===== config.mk =====
export PLATFORM = sky130hd
export DESIGN_NAME = irqagg_top
export DESIGN_NICKNAME = d
export VERILOG_FILES = /design/src/rtl/irqagg_pkg.sv /design/src/rtl/irqagg_sync.sv /design/src/rtl/irqagg_bitreg.sv /design/src/rtl/irqagg_pend.sv /design/src/rtl/irqagg_prio.sv /design/src/rtl/irqagg_top.sv
export SDC_FILE = /design/constraint.sdc
export NUM_CORES = 1
export LEC_CHECK = 0
export ABC_AREA = 1
export BUFFER_PORTS_ARGS = -buffer_cell sky130_fd_sc_hd__buf_4
export CELL_PAD_IN_SITES_DETAIL_PLACEMENT = 1
export CELL_PAD_IN_SITES_GLOBAL_PLACEMENT = 1
export CORE_MARGIN = 4
export CORE_UTILIZATION = 30
export CTS_BUF_LIST = sky130_fd_sc_hd__clkbuf_8
export DETAILED_ROUTE_END_ITERATION = 16
export HOLD_SLACK_MARGIN = 0.05
export PLACE_DENSITY = 0.6
export SLEW_MARGIN = 20
export SYNTH_ARGS = -nofsm -noshare
export SYNTH_HDL_FRONTEND = slang
export SYNTH_SLANG_ARGS = --single-unit

===== constraint.sdc =====
create_clock -name clk -period 3.45 [get_ports clk]
set_input_delay 1.035 -clock clk [delete_from_list [all_inputs] [get_ports clk]]
set_output_delay 1.035 -clock clk [all_outputs]
set_load 0.02 [all_outputs]

===== src/rtl/irqagg_pkg.sv =====
`timescale 1ns/1ps
package irqagg_pkg;

  localparam int REG_STRIDE = 4;

  typedef enum logic [2:0] {
    SLOT_STATUS  = 3'd0,
    SLOT_EN_SET  = 3'd1,
    SLOT_EN_CLR  = 3'd2,
    SLOT_UNM_SET = 3'd3,
    SLOT_UNM_CLR = 3'd4,
    SLOT_FIRST   = 3'd5,
    SLOT_NONE    = 3'd7
  } slot_e;

  // Map a byte address to a register slot; misaligned or unmapped -> NONE.
  function automatic slot_e decode_slot(input logic [31:0] byte_addr);
    logic [31:0] word;
    if (byte_addr % REG_STRIDE != 0) return SLOT_NONE;
    word = byte_addr / REG_STRIDE;
    case (word)
      32'd0:   return SLOT_STATUS;
      32'd1:   return SLOT_EN_SET;
      32'd2:   return SLOT_EN_CLR;
      32'd3:   return SLOT_UNM_SET;
      32'd4:   return SLOT_UNM_CLR;
      32'd5:   return SLOT_FIRST;
      default: return SLOT_NONE;
    endcase
  endfunction

  // Slot owns the enable state (either of its two addresses).
  function automatic logic is_enable_slot(input slot_e s);
    return (s == SLOT_EN_SET) || (s == SLOT_EN_CLR);
  endfunction

  // Slot owns the unmask state (either of its two addresses).
  function automatic logic is_unmask_slot(input slot_e s);
    return (s == SLOT_UNM_SET) || (s == SLOT_UNM_CLR);
  endfunction

endpackage


===== src/rtl/irqagg_sync.sv =====
`timescale 1ns/1ps
module irqagg_sync #(
  parameter int W = 16
) (
  input  logic         clk,
  input  logic         rst_n,
  input  logic [W-1:0] async_i,
  output logic [W-1:0] rise_o
);

  logic [W-1:0] meta_q;
  logic [W-1:0] safe_q;
  logic [W-1:0] prev_q;

  for (genvar g = 0; g < W; g++) begin : g_bit
    always_ff @(posedge clk or negedge rst_n) begin
      if (!rst_n) begin
        meta_q[g] <= 1'b0;
        safe_q[g] <= 1'b0;
        prev_q[g] <= 1'b0;
      end else begin
        meta_q[g] <= async_i[g];
        safe_q[g] <= meta_q[g];
        prev_q[g] <= safe_q[g];
      end
    end
    assign rise_o[g] = safe_q[g] & ~prev_q[g];
  end

endmodule


===== src/rtl/irqagg_bitreg.sv =====
`timescale 1ns/1ps
module irqagg_bitreg #(
  parameter int W = 16
) (
  input  logic         clk,
  input  logic         rst_n,
  input  logic [W-1:0] set_i,
  input  logic [W-1:0] clr_i,
  output logic [W-1:0] q_o
);

  logic [W-1:0] q;

  always_ff @(posedge clk or negedge rst_n) begin
    if (!rst_n) q <= '0;
    else        q <= (q | set_i) & ~clr_i;
  end

  assign q_o = q;

endmodule


===== src/rtl/irqagg_pend.sv =====
`timescale 1ns/1ps
module irqagg_pend #(
  parameter int W = 16
) (
  input  logic         clk,
  input  logic         rst_n,
  input  logic [W-1:0] cap_i,
  input  logic [W-1:0] ack_i,
  output logic [W-1:0] pend_o
);

  logic [W-1:0] pend;

  // Capture is applied after the acknowledge, so capture wins on a tie.
  always_ff @(posedge clk or negedge rst_n) begin
    if (!rst_n) pend <= '0;
    else        pend <= (pend & ~ack_i) | cap_i;
  end

  assign pend_o = pend;

endmodule


===== src/rtl/irqagg_prio.sv =====
`timescale 1ns/1ps
module irqagg_prio #(
  parameter int W     = 16,
  parameter int IDX_W = (W > 1) ? $clog2(W) : 1
) (
  input  logic [W-1:0]     vec_i,
  output logic             valid_o,
  output logic [IDX_W-1:0] idx_o
);

  // Scan from the top down so that the lowest set bit is written last.
  always_comb begin
    valid_o = 1'b0;
    idx_o   = '0;
    for (int i = W - 1; i >= 0; i--) begin
      if (vec_i[i]) begin
        valid_o = 1'b1;
        idx_o   = IDX_W'(i);
      end
    end
  end

endmodule


===== src/rtl/irqagg_top.sv =====
`timescale 1ns/1ps
module irqagg_top #(
  parameter int NUM_SRC = 16,
  parameter int DATA_W  = 16,
  parameter int ADDR_W  = 6
) (
  input  logic               clk,
  input  logic               rst_n,
  input  logic [NUM_SRC-1:0] src_i,
  input  logic [ADDR_W-1:0]  bus_addr,
  input  logic               bus_we,
  input  logic [DATA_W-1:0]  bus_wdata,
  output logic [DATA_W-1:0]  bus_rdata,
  output logic               irq_o
);
  import irqagg_pkg::*;

  localparam int IDX_W = (NUM_SRC > 1) ? $clog2(NUM_SRC) : 1;

  // Decoded access
  slot_e              slot;
  logic [NUM_SRC-1:0] wbits;
  logic               en_touch;
  logic               unm_touch;

  // Named internal events (used by the checker)
  logic [NUM_SRC-1:0] rise_vec;
  logic [NUM_SRC-1:0] cap_vec;
  logic [NUM_SRC-1:0] ack_vec;
  logic [NUM_SRC-1:0] en_set, en_clr, unm_set, unm_clr;
  logic [NUM_SRC-1:0] en_q, unm_q, pend_q;
  logic [NUM_SRC-1:0] active_vec;
  logic               first_valid;
  logic [IDX_W-1:0]   first_idx;
  logic               irq_q;

  assign slot      = decode_slot({{(32-ADDR_W){1'b0}}, bus_addr});
  assign wbits     = bus_wdata[NUM_SRC-1:0];
  assign en_touch  = bus_we && is_enable_slot(slot);
  assign unm_touch = bus_we && is_unmask_slot(slot);

  assign en_set  = (bus_we && slot == SLOT_EN_SET)  ? wbits : '0;
  assign en_clr  = (bus_we && slot == SLOT_EN_CLR)  ? wbits : '0;
  assign unm_set = (bus_we && slot == SLOT_UNM_SET) ? wbits : '0;
  assign unm_clr = (bus_we && slot == SLOT_UNM_CLR) ? wbits : '0;
  assign ack_vec = (bus_we && slot == SLOT_STATUS)  ? wbits : '0;

  irqagg_sync #(.W(NUM_SRC)) u_sync (
    .clk     (clk),
    .rst_n   (rst_n),
    .async_i (src_i),
    .rise_o  (rise_vec)
  );

  irqagg_bitreg #(.W(NUM_SRC)) u_enable (
    .clk   (clk),
    .rst_n (rst_n),
    .set_i (en_set),
    .clr_i (en_clr),
    .q_o   (en_q)
  );

  irqagg_bitreg #(.W(NUM_SRC)) u_unmask (
    .clk   (clk),
    .rst_n (rst_n),
    .set_i (unm_set),
    .clr_i (unm_clr),
    .q_o   (unm_q)
  );

  assign cap_vec = rise_vec & en_q;

  irqagg_pend #(.W(NUM_SRC)) u_pend (
    .clk    (clk),
    .rst_n  (rst_n),
    .cap_i  (cap_vec),
    .ack_i  (ack_vec),
    .pend_o (pend_q)
  );

  assign active_vec = pend_q & en_q & unm_q;

  irqagg_prio #(.W(NUM_SRC), .IDX_W(IDX_W)) u_prio (
    .vec_i   (active_vec),
    .valid_o (first_valid),
    .idx_o   (first_idx)
  );

  always_ff @(posedge clk or negedge rst_n) begin
    if (!rst_n) irq_q <= 1'b0;
    else        irq_q <= |active_vec;
  end
  assign irq_o = irq_q;

  // Combinational read mux
  always_comb begin
    bus_rdata = '0;
    unique case (slot)
      SLOT_STATUS:               bus_rdata[NUM_SRC-1:0] = pend_q;
      SLOT_EN_SET, SLOT_EN_CLR:  bus_rdata[NUM_SRC-1:0] = en_q;
      SLOT_UNM_SET, SLOT_UNM_CLR: bus_rdata[NUM_SRC-1:0] = unm_q;
      SLOT_FIRST: begin
        bus_rdata[DATA_W-1]  = first_valid;
        bus_rdata[IDX_W-1:0] = first_idx;
      end
      default: bus_rdata = '0;
    endcase
  end

endmodule


==> results of run 1 <==
==> state kept, by name (all words and copies together), names as in the netlist <==
register and flops:
u_sync.meta_q 16, u_unmask.q_o 16, u_enable.q_o 16, irq_o 1, u_sync.safe_q 16, u_sync.prev_q 16
u_pend.pend_o 16
==> Yosys cell counts, types with 4 or more instances <==
| master | n | area share, % |
|---|---|---|
| a21oi_1 | 32 | 4.0 |
| a22oi_1 | 9 | 1.7 |
| a32o_1 | 14 | 3.5 |
| buf_2 | 4 | 0.51 |
| dfrtp_1 | 97 | 61 |
| inv_1 | 66 | 6.3 |
| nand2_1 | 57 | 5.4 |
| nand3_1 | 34 | 4.3 |
| nor2_1 | 18 | 1.7 |
| nor2_4 | 4 | 1.1 |
| o211ai_1 | 8 | 1.5 |
| o21ai_0 | 20 | 2.5 |
| o22ai_1 | 7 | 1.1 |
==> layout by cell type, fill, tap and decap left out <==
master,synthesis,routed
o22ai_1,7,7
a32o_1,14,14
buf_6,0,4
nor3_1,3,2
o21ai_0,20,19
dfrtp_1,97,97
nand2_1,57,57
o21ai_2,0,1
nor2_4,4,6
o211ai_1,8,8
nand2_8,0,1
nand2_4,3,2
nand2_2,1,1
clkinv_2,0,1
nand3_4,0,2
buf_12,0,2
a221oi_2,1,1
a22oi_1,9,9
clkbuf_8,0,9
inv_2,3,4
o21ai_1,3,3
a21oi_1,32,32
nand3_2,3,1
o31ai_1,1,1
a31oi_1,1,1
nor3_2,0,1
nor2_1,18,17
nor2_2,3,2
inv_1,66,69
buf_4,3,63
nand3_1,34,34
==> final cells by class <==
| cell class | count | area, µm² | area share (%) |
|---|---|---|---|
| Inverter | 69 | 259 | 5.32 |
| Clock inverter | 5 | 20.0 | 0.412 |
| Sequential cell | 97 | 2430 | 49.9 |
| Multi-Input combinational cell | 222 | 1260 | 25.9 |
| Tap cell | 172 | 215 | 4.42 |
| Clock buffer | 9 | 124 | 2.55 |
| Timing Repair Buffer | 69 | 558 | 11.5 |
==> layer usage <==
metal	vias to the layer above	track usage (%)	share of wire, %
met5	-	0	0
met4	0	5.04	1.2
met3	10	3.55	3.5
met2	48	23.8	47
met1	1533	20.3	48
li1	1456	-	-
==> report_power, final <==
part	internal (mW)	switching [mW]	total [mW]
clock network	0.243	0.383	0.627
registers	1.29	0.112	1.40
logic	0.173	0.219	0.392
==> path summary, 6_finish.rpt <==
check	from	end	slack, ps	depth (start not counted)
setup / recovery	bus_addr[0]	bus_rdata[0]	60	12
hold / removal	u_sync.meta_q[3]	u_sync.safe_q[3]	350	0
setup reg to reg	u_enable.q_o[14]	irq_o	2130	6
hold reg to reg	u_sync.meta_q[3]	u_sync.safe_q[3]	350	0
max in group asynchronous	rst_n	u_sync.safe_q[0]	2090	2
min in group asynchronous	rst_n	u_sync.meta_q[12]	660	1
==> cells by family (layout without fill, tap and decap cells) <==
family / Yosys count / in the layout / share of synthesized area [%]
buf+inv: 79 / 152 / 7.94
compound gates: 96 / 96 / 15.6
simple gates: 126 / 126 / 15.2
flops: 97 / 97 / 61.3
==> critical path, stage by stage <==
cell and delay, ps:
buf_6 100, nor2_4 150, nand3_4 120, nor2_4 170, nand2_4 100, nand2_8 90
nor2_4 40, nand2_4 90, nor2_4 50, a221oi_2 160, nand2_1 110, buf_6 150
==> what timing repair did <==
| action | CTS | global route |
|---|---|---|
| setup buffers | 0 | 4 |
| resized for setup | 1 | 13 |
| pin swaps | 0 | 8 |
| endpoints found under the setup margin | 7 | 13 |
==> stage by stage <==
stage               utilization, %  std cells  power, mW
floorplan                        -        398       1.63
global placement              36.3        625       1.80
detailed placement            36.3        625       1.82
CTS                           37.4        639       2.45
global route                  38.1        643       2.59
finish                        38.1        643       2.42
==> flow_summary.json, run 1 <==
{
  "start_util_pct": 31.0,
  "preCtsSetupSlack_ps": -54.0,
  "clk_latency_ps": 370,
  "coreArea_um2": 12800,
  "grt_pass1_vias": 3267,
  "synth_seq_cells": 97,
  "diodes": 0,
  "drtIter0Drc": 119,
  "worst_slew_pin_slew_ps": 616,
  "power.density_nw_per_um2": 497,
  "yosysWarnings": 0,
  "grt_setup_unrepaired": "yes",
  "min_period_ps": 3390,
  "min_period_over_period_pct": 98.4,
  "drive_gt1_share_pct": 21.4,
  "fin_setup_tns_ps": 0,
  "grt_usage_pct": 15.0,
  "vias": 3047,
  "synth_seq_area_share_pct": 61.3,
  "place.gp.congestion": 0.728,
  "p_leak_nw": 2.41,
  "critPathRequiredTime_ps": 2410,
  "post_drt_via_cell_ratio": 4.74,
  "clock_path_buffers": 2,
  "synth_edf_count": 0,
  "synth_fp_nets": 439,
  "overflow": 0,
  "numCtsBuffers": 9,
  "dpl.hpwl_mm": 7.22,
  "grt_pass1_wl_mm": 17.2,
  "grt_max_degree": 54,
  "io_buffers": 57,
  "slew_violations": 0,
  "cp.arrival_ps": 2360,
  "synth_cell_types": 27,
  "nNetsFinal": 509,
  "cts_max_level": 3,
  "min_path_type": "flip-flop to flip-flop",
  "final_area_um2": 4860,
  "path_class": "primary input to output port",
  "drt-total-wl_mm": 10.4,
  "wl_per_cell_um": 16.2,
  "cts_tree": "built",
  "rows": 41,
  "clkTransAtPathRegs_ps": 90,
  "relSlewSlack_pct": 58.9,
  "start_kind": "primary input",
  "max-vdd-ir-drop_v": 0.000265,
  "fmax_mhz": 295,
  "drt-pass1-iter-count": 4,
  "dieWidth_um": 123,
  "cts_sinks": 97,
  "synthFlopType": "dfrtp_1",
  "worst_slack_ps": 55.5,
  "status": "finished clean",
  "endpoint_kind": "output port",
  "cts_hold_buf": 0,
  "die_h_um": 123,
  "worst-path-max-fanout": 5,
  "synthToLayoutAreaGrowth_pct": 22.9,
  "avgSynthCellArea_um2": 9.94,
  "drc": 0,
  "ant_nets": 0,
  "hold_slack_ps": 352,
  "finalSetupViolations": 0,
  "cts-root-buf": "clkbuf_8",
  "fillerInstances": 1456,
  "syn_inst": 398,
  "io_pins": 58,
  "finalHoldViolations": 0,
  "die_area_um2": 15100,
  "antenna_found_initial": 0,
  "synthArstFlopShare_pct": 100,
  "syn-cell-area_um2": 3960,
  "placed_area_um2": 4630,
  "fin_worst_skew_ps": 4.87,
  "max-cap-violations": 0
}
(Power assumes the default switching activity.)
==> run 2, diff against run 1 <==
==> constraint.sdc (replaced) <==
create_clock -name clk -period 3.45 [get_ports clk]
set_input_delay 1.035 -clock clk [delete_from_list [all_inputs] [get_ports clk]]
set_output_delay 1.035 -clock clk [all_outputs]
set_load 0.005 [all_outputs]
==> run 2 against run 1 <==
Effect of this change: final area rose by 1.4%; sequential cell count is the same; global-route usage is 0.26 points higher; critical path type unchanged; largest cell class unchanged; largest power group unchanged.
==> flow_summary.json, run 2 (synthesis results as in run 1) <==
{
  "finalSetupViolations": 0,
  "finalHoldViolations": 0,
  "drtIter0Drc": 149,
  "ant_nets": 0,
  "grt_pass1_wl_mm": 17.5,
  "cts_tree": "built",
  "drive_gt1_share_pct": 21.8,
  "worst_slack_ps": 89.9,
  "final_common_cell": "dfrtp_1",
  "post_drt_via_cell_ratio": 4.74,
  "dieWidth_um": 123,
  "wl_per_cell_um": 16.3,
  "power.density_nw_per_um2": 547,
  "clkTransAtPathRegs_ps": 90,
  "start_util_pct": 31.0,
  "die_area_um2": 15100,
  "path_common_cell": "nor2_2",
  "cp.arrival_ps": 2330,
  "clk_latency_ps": 380,
  "grt_pass1_vias": 3444,
  "min_path_type": "flip-flop to flip-flop",
  "io_buffers": 57,
  "critPathRequiredTime_ps": 2410,
  "drc": 0,
  "dpl.hpwl_mm": 7.27,
  "slowest_delay_ps": 150,
  "fmax_mhz": 298,
  "grt_setup_unrepaired": "no",
  "cts_sinks": 97,
  "layout_common_cells": "97 x dfrtp_1, 67 x inv_1, 66 x buf_4",
  "vias": 3052,
  "max-cap-violations": 0,
  "drt-pass1-iter-count": 4,
  "nNetsFinal": 508,
  "overflow": 0,
  "power_mw": 2.70,
  "rows": 41,
  "r2r_slack_ps": 2120,
  "start_kind": "primary input",
  "preCtsSetupSlack_ps": -4.91,
  "endpoint_kind": "output port",
  "p_leak_nw": 2.43,
  "io_pins": 58,
  "cts-root-buf": "clkbuf_8",
  "relSlewSlack_pct": 58.7,
  "worst-path-max-fanout": 7,
  "diodes": 0,
  "grt_usage_pct": 15.3,
  "numCtsBuffers": 9,
  "coreArea_um2": 12800,
  "worst_slew_pin_slew_ps": 619,
  "crit_path_top_delay_cell": "a221oi_2",
  "status": "finished clean",
  "clock_path_buffers": 2,
  "path_class": "primary input to output port",
  "fin_worst_skew_ps": 10.6,
  "place.gp.congestion": 0.813,
  "cts_max_level": 3,
  "min_period_ps": 3360,
  "die_h_um": 123,
  "drt-total-wl_mm": 10.5,
  "max-vdd-ir-drop_v": 0.000293,
  "worst-path-buf-inv": 4,
  "min_period_over_period_pct": 97.4,
  "critPathTopFamily": "simple AND/OR/NAND/NOR gates",
  "slew_violations": 0,
  "antenna_found_initial": 0,
  "grt_max_degree": 53,
  "fillerInstances": 1440,
  "cts_hold_buf": 0,
  "cp_cell_sequence": "buf_4, inv_1, nand3_4, nor2_2, nand2_1, inv_4, nor2_2, nand2_4, nor2_2, a221oi_2, nand2_1, buf_4",
  "synthToLayoutAreaGrowth_pct": 24.6
}
run 2: cell count changes in the layout (fill, tap and decap cells not counted), sizes merged:
| cell | before | now |
|---|---|---|
| buf | 69 | 68 |
| bufinv | 0 | 3 |
| clkbuf | 9 | 10 |
| clkinv | 1 | 0 |
| inv | 73 | 72 |
run 2: final timing paths:
check                                  start                 to  cells past startpoint
setup / recovery                 bus_addr[3]       bus_rdata[0]                     12
hold / removal             u_sync.meta_q[14]  u_sync.safe_q[14]                      0
setup reg to reg            u_enable.q_o[12]              irq_o                      6
hold reg to reg            u_sync.meta_q[14]  u_sync.safe_q[14]                      0
max in group asynchronous              rst_n    u_unmask.q_o[0]                      2
min in group asynchronous              rst_n  u_pend.pend_o[12]                      1
run 2: power breakdown:
part / switching (mW) / internal [mW] / leakage [nW]
combinational: 0.200 / 0.170 / 1.17
clock: 0.416 / 0.507 / 0.130
sequential: 0.115 / 1.29 / 1.14
total: 0.731 / 1.96 / 2.43
run 2: worst register-to-register path, stage by stage (launching register included):
cell and delay [ps]:
dfrtp_1 430, nand3_1 180, nand2_1 100, nor2_1 170, nand2_1 110, nor2_1 100, nand3_1 110
run 2: final cells by class:
class | count | area (µm²) | share of cell area (%)
multi-input cells | 222 | 1240 | 25.1
clock buffers | 10 | 138 | 2.79
well taps | 172 | 215 | 4.36
inverters | 69 | 262 | 5.30
repair buffers | 68 | 536 | 10.9
clock inverters | 6 | 114 | 2.31
flip-flops and latches | 97 | 2430 | 49.2
run 2: per-layer routing:
layer | routed length, µm | GRT usage [%] | part of all wire, %
met3 | 457 | 4.61 | 4.3
met2 | 5140 | 25.2 | 49
met1 | 4800 | 19.5 | 46
met4 | 119 | 4.20 | 1.1
met5 | 0 | 0 | 0
run 2: repair_timing:
action,CTS,global route
setup buffers,0,3
setup endpoints to repair,4,10
pin swaps,0,2
resized for setup,1,5
hold endpoints to repair,0,0
cloned,0,0
run 2: per-stage QoR:
stage               hold WS [ps]  instances  area (µm²)  setup TNS (ps)  util, %
finish                       355        644        4930               0     38.6
global route                 366        644        4930               0     38.6
global placement             333        625        4630               0     36.3
floorplan                    331        398        3960               0        -
CTS                          356        641        4880               0     38.2
detailed placement           336        625        4630           -8.09     36.3
==> run 3, diff against run 2 <==
--- a/config.mk
+++ b/config.mk
@@ -5,7 +5,7 @@
 export SDC_FILE = /design/constraint.sdc
 export NUM_CORES = 1
 export LEC_CHECK = 0
-export ABC_AREA = 1
+export ABC_CLOCK_PERIOD_IN_PS = 3450
 export BUFFER_PORTS_ARGS = -buffer_cell sky130_fd_sc_hd__buf_4
 export CELL_PAD_IN_SITES_DETAIL_PLACEMENT = 1
 export CELL_PAD_IN_SITES_GLOBAL_PLACEMENT = 1
@@ -14,7 +14,7 @@
 export CTS_BUF_LIST = sky130_fd_sc_hd__clkbuf_8
 export DETAILED_ROUTE_END_ITERATION = 16
 export HOLD_SLACK_MARGIN = 0.05
-export PLACE_DENSITY = 0.6
+export PLACE_DENSITY = 0.59
 export SLEW_MARGIN = 20
 export SYNTH_ARGS = -nofsm -noshare
 export SYNTH_HDL_FRONTEND = slang
==> run 3 against run 2 <==
Effect of this change: register-to-register slack lost 420 ps; first-iteration DRC count grew 15%; largest cell class unchanged; clock skew shrank 1.3 ps; sequential cell count is the same; synthesized cell count shrank 15%; global-route usage shrank 0.33 points; final area shrank 4.7%; die area shrank 3.7%; total power shrank 16%; clock power shrank 28%; routed wire length shrank 4.4%; critical path depth shrank 6.
==> flow_summary.json, run 3 <==
{
  "status": "finished clean",
  "min_period_ps": 3390,
  "fmax_mhz": 295,
  "clkTransAtPathRegs_ps": 90,
  "synthMostInstantiatedCell": "dfrtp_1",
  "clockPowerShare_pct": 29.4,
  "synth_edf_count": 0,
  "start_kind": "primary input",
  "grt_setup_unrepaired": "yes",
  "grt_pass1_wl_mm": 16.7,
  "post-cts-setup-buffer-count": 0,
  "drtIter0Drc": 172,
  "cp.arrival_ps": 2360,
  "path_class": "primary input to output port",
  "cts_hold_buf": 0,
  "hold_slack_ps": 355,
  "wl_per_cell_um": 17.3,
  "place.gp.congestion": 0.754,
  "min_period_over_period_pct": 98.3,
  "io_buffers": 57,
  "synth_fp_nets": 378,
  "yosys.area.top_type_share_pct": 63.9,
  "nNetsFinal": 451,
  "cp_cell_sequence": "buf_4, xnor2_1, nor2_4, a222oi_1, o31ai_2, buf_4",
  "max-cap-violations": 0,
  "p_leak_nw": 2.17,
  "grt_usage_pct": 15.0,
  "synth.area.top_cells": "dfrtp_1 64%, a21oi_1 7.1%, nand2_1 5.3%",
  "grt_pass1_vias": 3117,
  "slowest_delay_ps": 390,
  "syn_inst": 337,
  "layout_common_cells": "97 x dfrtp_1, 71 x buf_4, 54 x nand2_1, 54 x a21oi_1, 18 x nand3_1",
  "endpoint_kind": "output port",
  "rows": 40,
  "dp_cells": 567,
  "synth_seq_area_share_pct": 63.9,
  "ant_nets": 0,
  "path_common_cell": "buf_4",
  "critPathRequiredTime_ps": 2410,
  "vias": 2890,
  "finalHoldViolations": 0,
  "worst_slew_pin_slew_ps": 707,
  "cts_max_level": 3,
  "min_path_type": "flip-flop to flip-flop",
  "worst-path-buf-inv": 2,
  "grt_max_degree": 53,
  "cts-root-buf": "clkbuf_8",
  "die_h_um": 121,
  "dpl.hpwl_mm": 6.99,
  "avgSynthCellArea_um2": 11.3,
  "seq_power_share_pct": 59.1,
  "finalSetupViolations": 0,
  "drt-pass1-iter-count": 7,
  "coreArea_um2": 12200,
  "combPwrFrac_pct": 11.4,
  "start_util_pct": 31.1,
  "synthToLayoutAreaGrowth_pct": 23.6,
  "numCtsBuffers": 9,
  "diodes": 0,
  "fin_setup_tns_ps": 0,
  "worst-path-max-fanout": 15,
  "power.density_nw_per_um2": 481,
  "drt-total-wl_mm": 10.1,
  "cts_sinks": 97,
  "critPathTopFamily": "compound AO/OA/AOI/OAI gates",
  "die_area_um2": 14500,
  "drc": 0,
  "drive_gt1_share_pct": 26.6,
  "relSlewSlack_pct": 52.9,
  "clk_latency_ps": 370,
  "fin_worst_skew_ps": 9.29,
  "synth_seq_cells": 97,
  "slew_violations": 0,
  "max-vdd-ir-drop_v": 0.000202,
  "yosys.area.top_type": "dfrtp_1",
  "synthFlopType": "dfrtp_1",
  "synth_common_cells": "97 x dfrtp_1, 54 x a21oi_1, 54 x nand2_1, 19 x nand3_1",
  "clock_path_buffers": 2,
  "crit_path_top_delay_cell": "a222oi_1",
  "cts_tree": "built",
  "antenna_found_initial": 0,
  "yosysWarnings": 0,
  "syn-cell-area_um2": 3800,
  "stdcell_count": 582,
  "p_sw_share_pct": 27.3,
  "synthArstFlopShare_pct": 100,
  "switchingPower_uw": 616,
  "intPower_mw": 1.64,
  "synth_cell_types": 38,
  "overflow": 0,
  "dieWidth_um": 121,
  "final_common_cell": "dfrtp_1",
  "io_pins": 58,
  "post_drt_via_cell_ratio": 4.97
}
## run 3: cells by family after synthesis
family                    Yosys count  share of synthesized area (%)
AOI/OAI and AO/OA                 112                           18.7
and+or+nand+nor                   100                           13.4
DFF                                97                           63.9
buffers and inverters              27                           3.82
xor gates and xnor gates            1                          0.231
## run 3: layout make-up
| class | instances | area (µm²) |
|---|---|---|
| inverter | 15 | 56.3 |
| sequential | 97 | 2430 |
| timing repair buffer | 74 | 584 |
| tap | 168 | 210 |
| fill | 1391 | 7510 |
| clock inverter | 5 | 32.5 |
| clock buffer | 10 | 138 |
| multi-input combinational | 213 | 1250 |
## run 3: final timing paths
kind	from	cells past startpoint	end	slack [ps]
worst min register to register	u_sync.meta_q[7]	0	u_sync.safe_q[7]	360
worst min-delay path	u_sync.meta_q[7]	0	u_sync.safe_q[7]	360
worst max register to register	u_enable.q_o[8]	5	irq_o	1700
min in group asynchronous	rst_n	1	u_sync.meta_q[10]	700
worst max-delay path	bus_addr[2]	6	bus_rdata[3]	60
max in group asynchronous	rst_n	2	u_pend.pend_o[1]	2080
## run 3: metrics by stage
stage / power, mW / cell area, µm² / setup WS (ps) / utilization, %
after detailed placement: 1.62 / 4500 / -216 / 36.9
after CTS: 2.30 / 4680 / 9.07 / 38.3
final: 2.26 / 4700 / 59.8 / 38.5
after global routing: 2.40 / 4700 / -22.6 / 38.5
after global placement: 1.61 / 4500 / -244 / 36.9
after floorplan: 1.46 / 3800 / 393 / -
## run 3: worst register-to-register path: stages, from the launching register on
cell and delay [ps]:
dfrtp_1 430, nand3_1 190, nand4_1 140, nor3_1 300
nor4b_1 480, inv_1 80
## run 3: power groups by stage
stage | logic (mW) | registers, mW | clock network [mW]
finish | 0.258 | 1.34 | 0.665
global route | 0.296 | 1.35 | 0.750
CTS | 0.264 | 1.33 | 0.705
detailed placement | 0.261 | 1.36 | 0
global placement | 0.252 | 1.35 | 0
floorplan | 0.128 | 1.33 | 0
## run 3: routing by layer
metal	track usage, %	up-vias	share of wire [%]
li1	-	1359	-
met2	24.3	64	50
met5	0	-	0
met4	3.82	0	0.80
met1	19.6	1459	45
met3	4.40	8	3.9
## run 3: timing repair
item / CTS / global route
pin swaps: 1 / 3
endpoints found under the setup margin: 15 / 5
resized for setup: 2 / 6
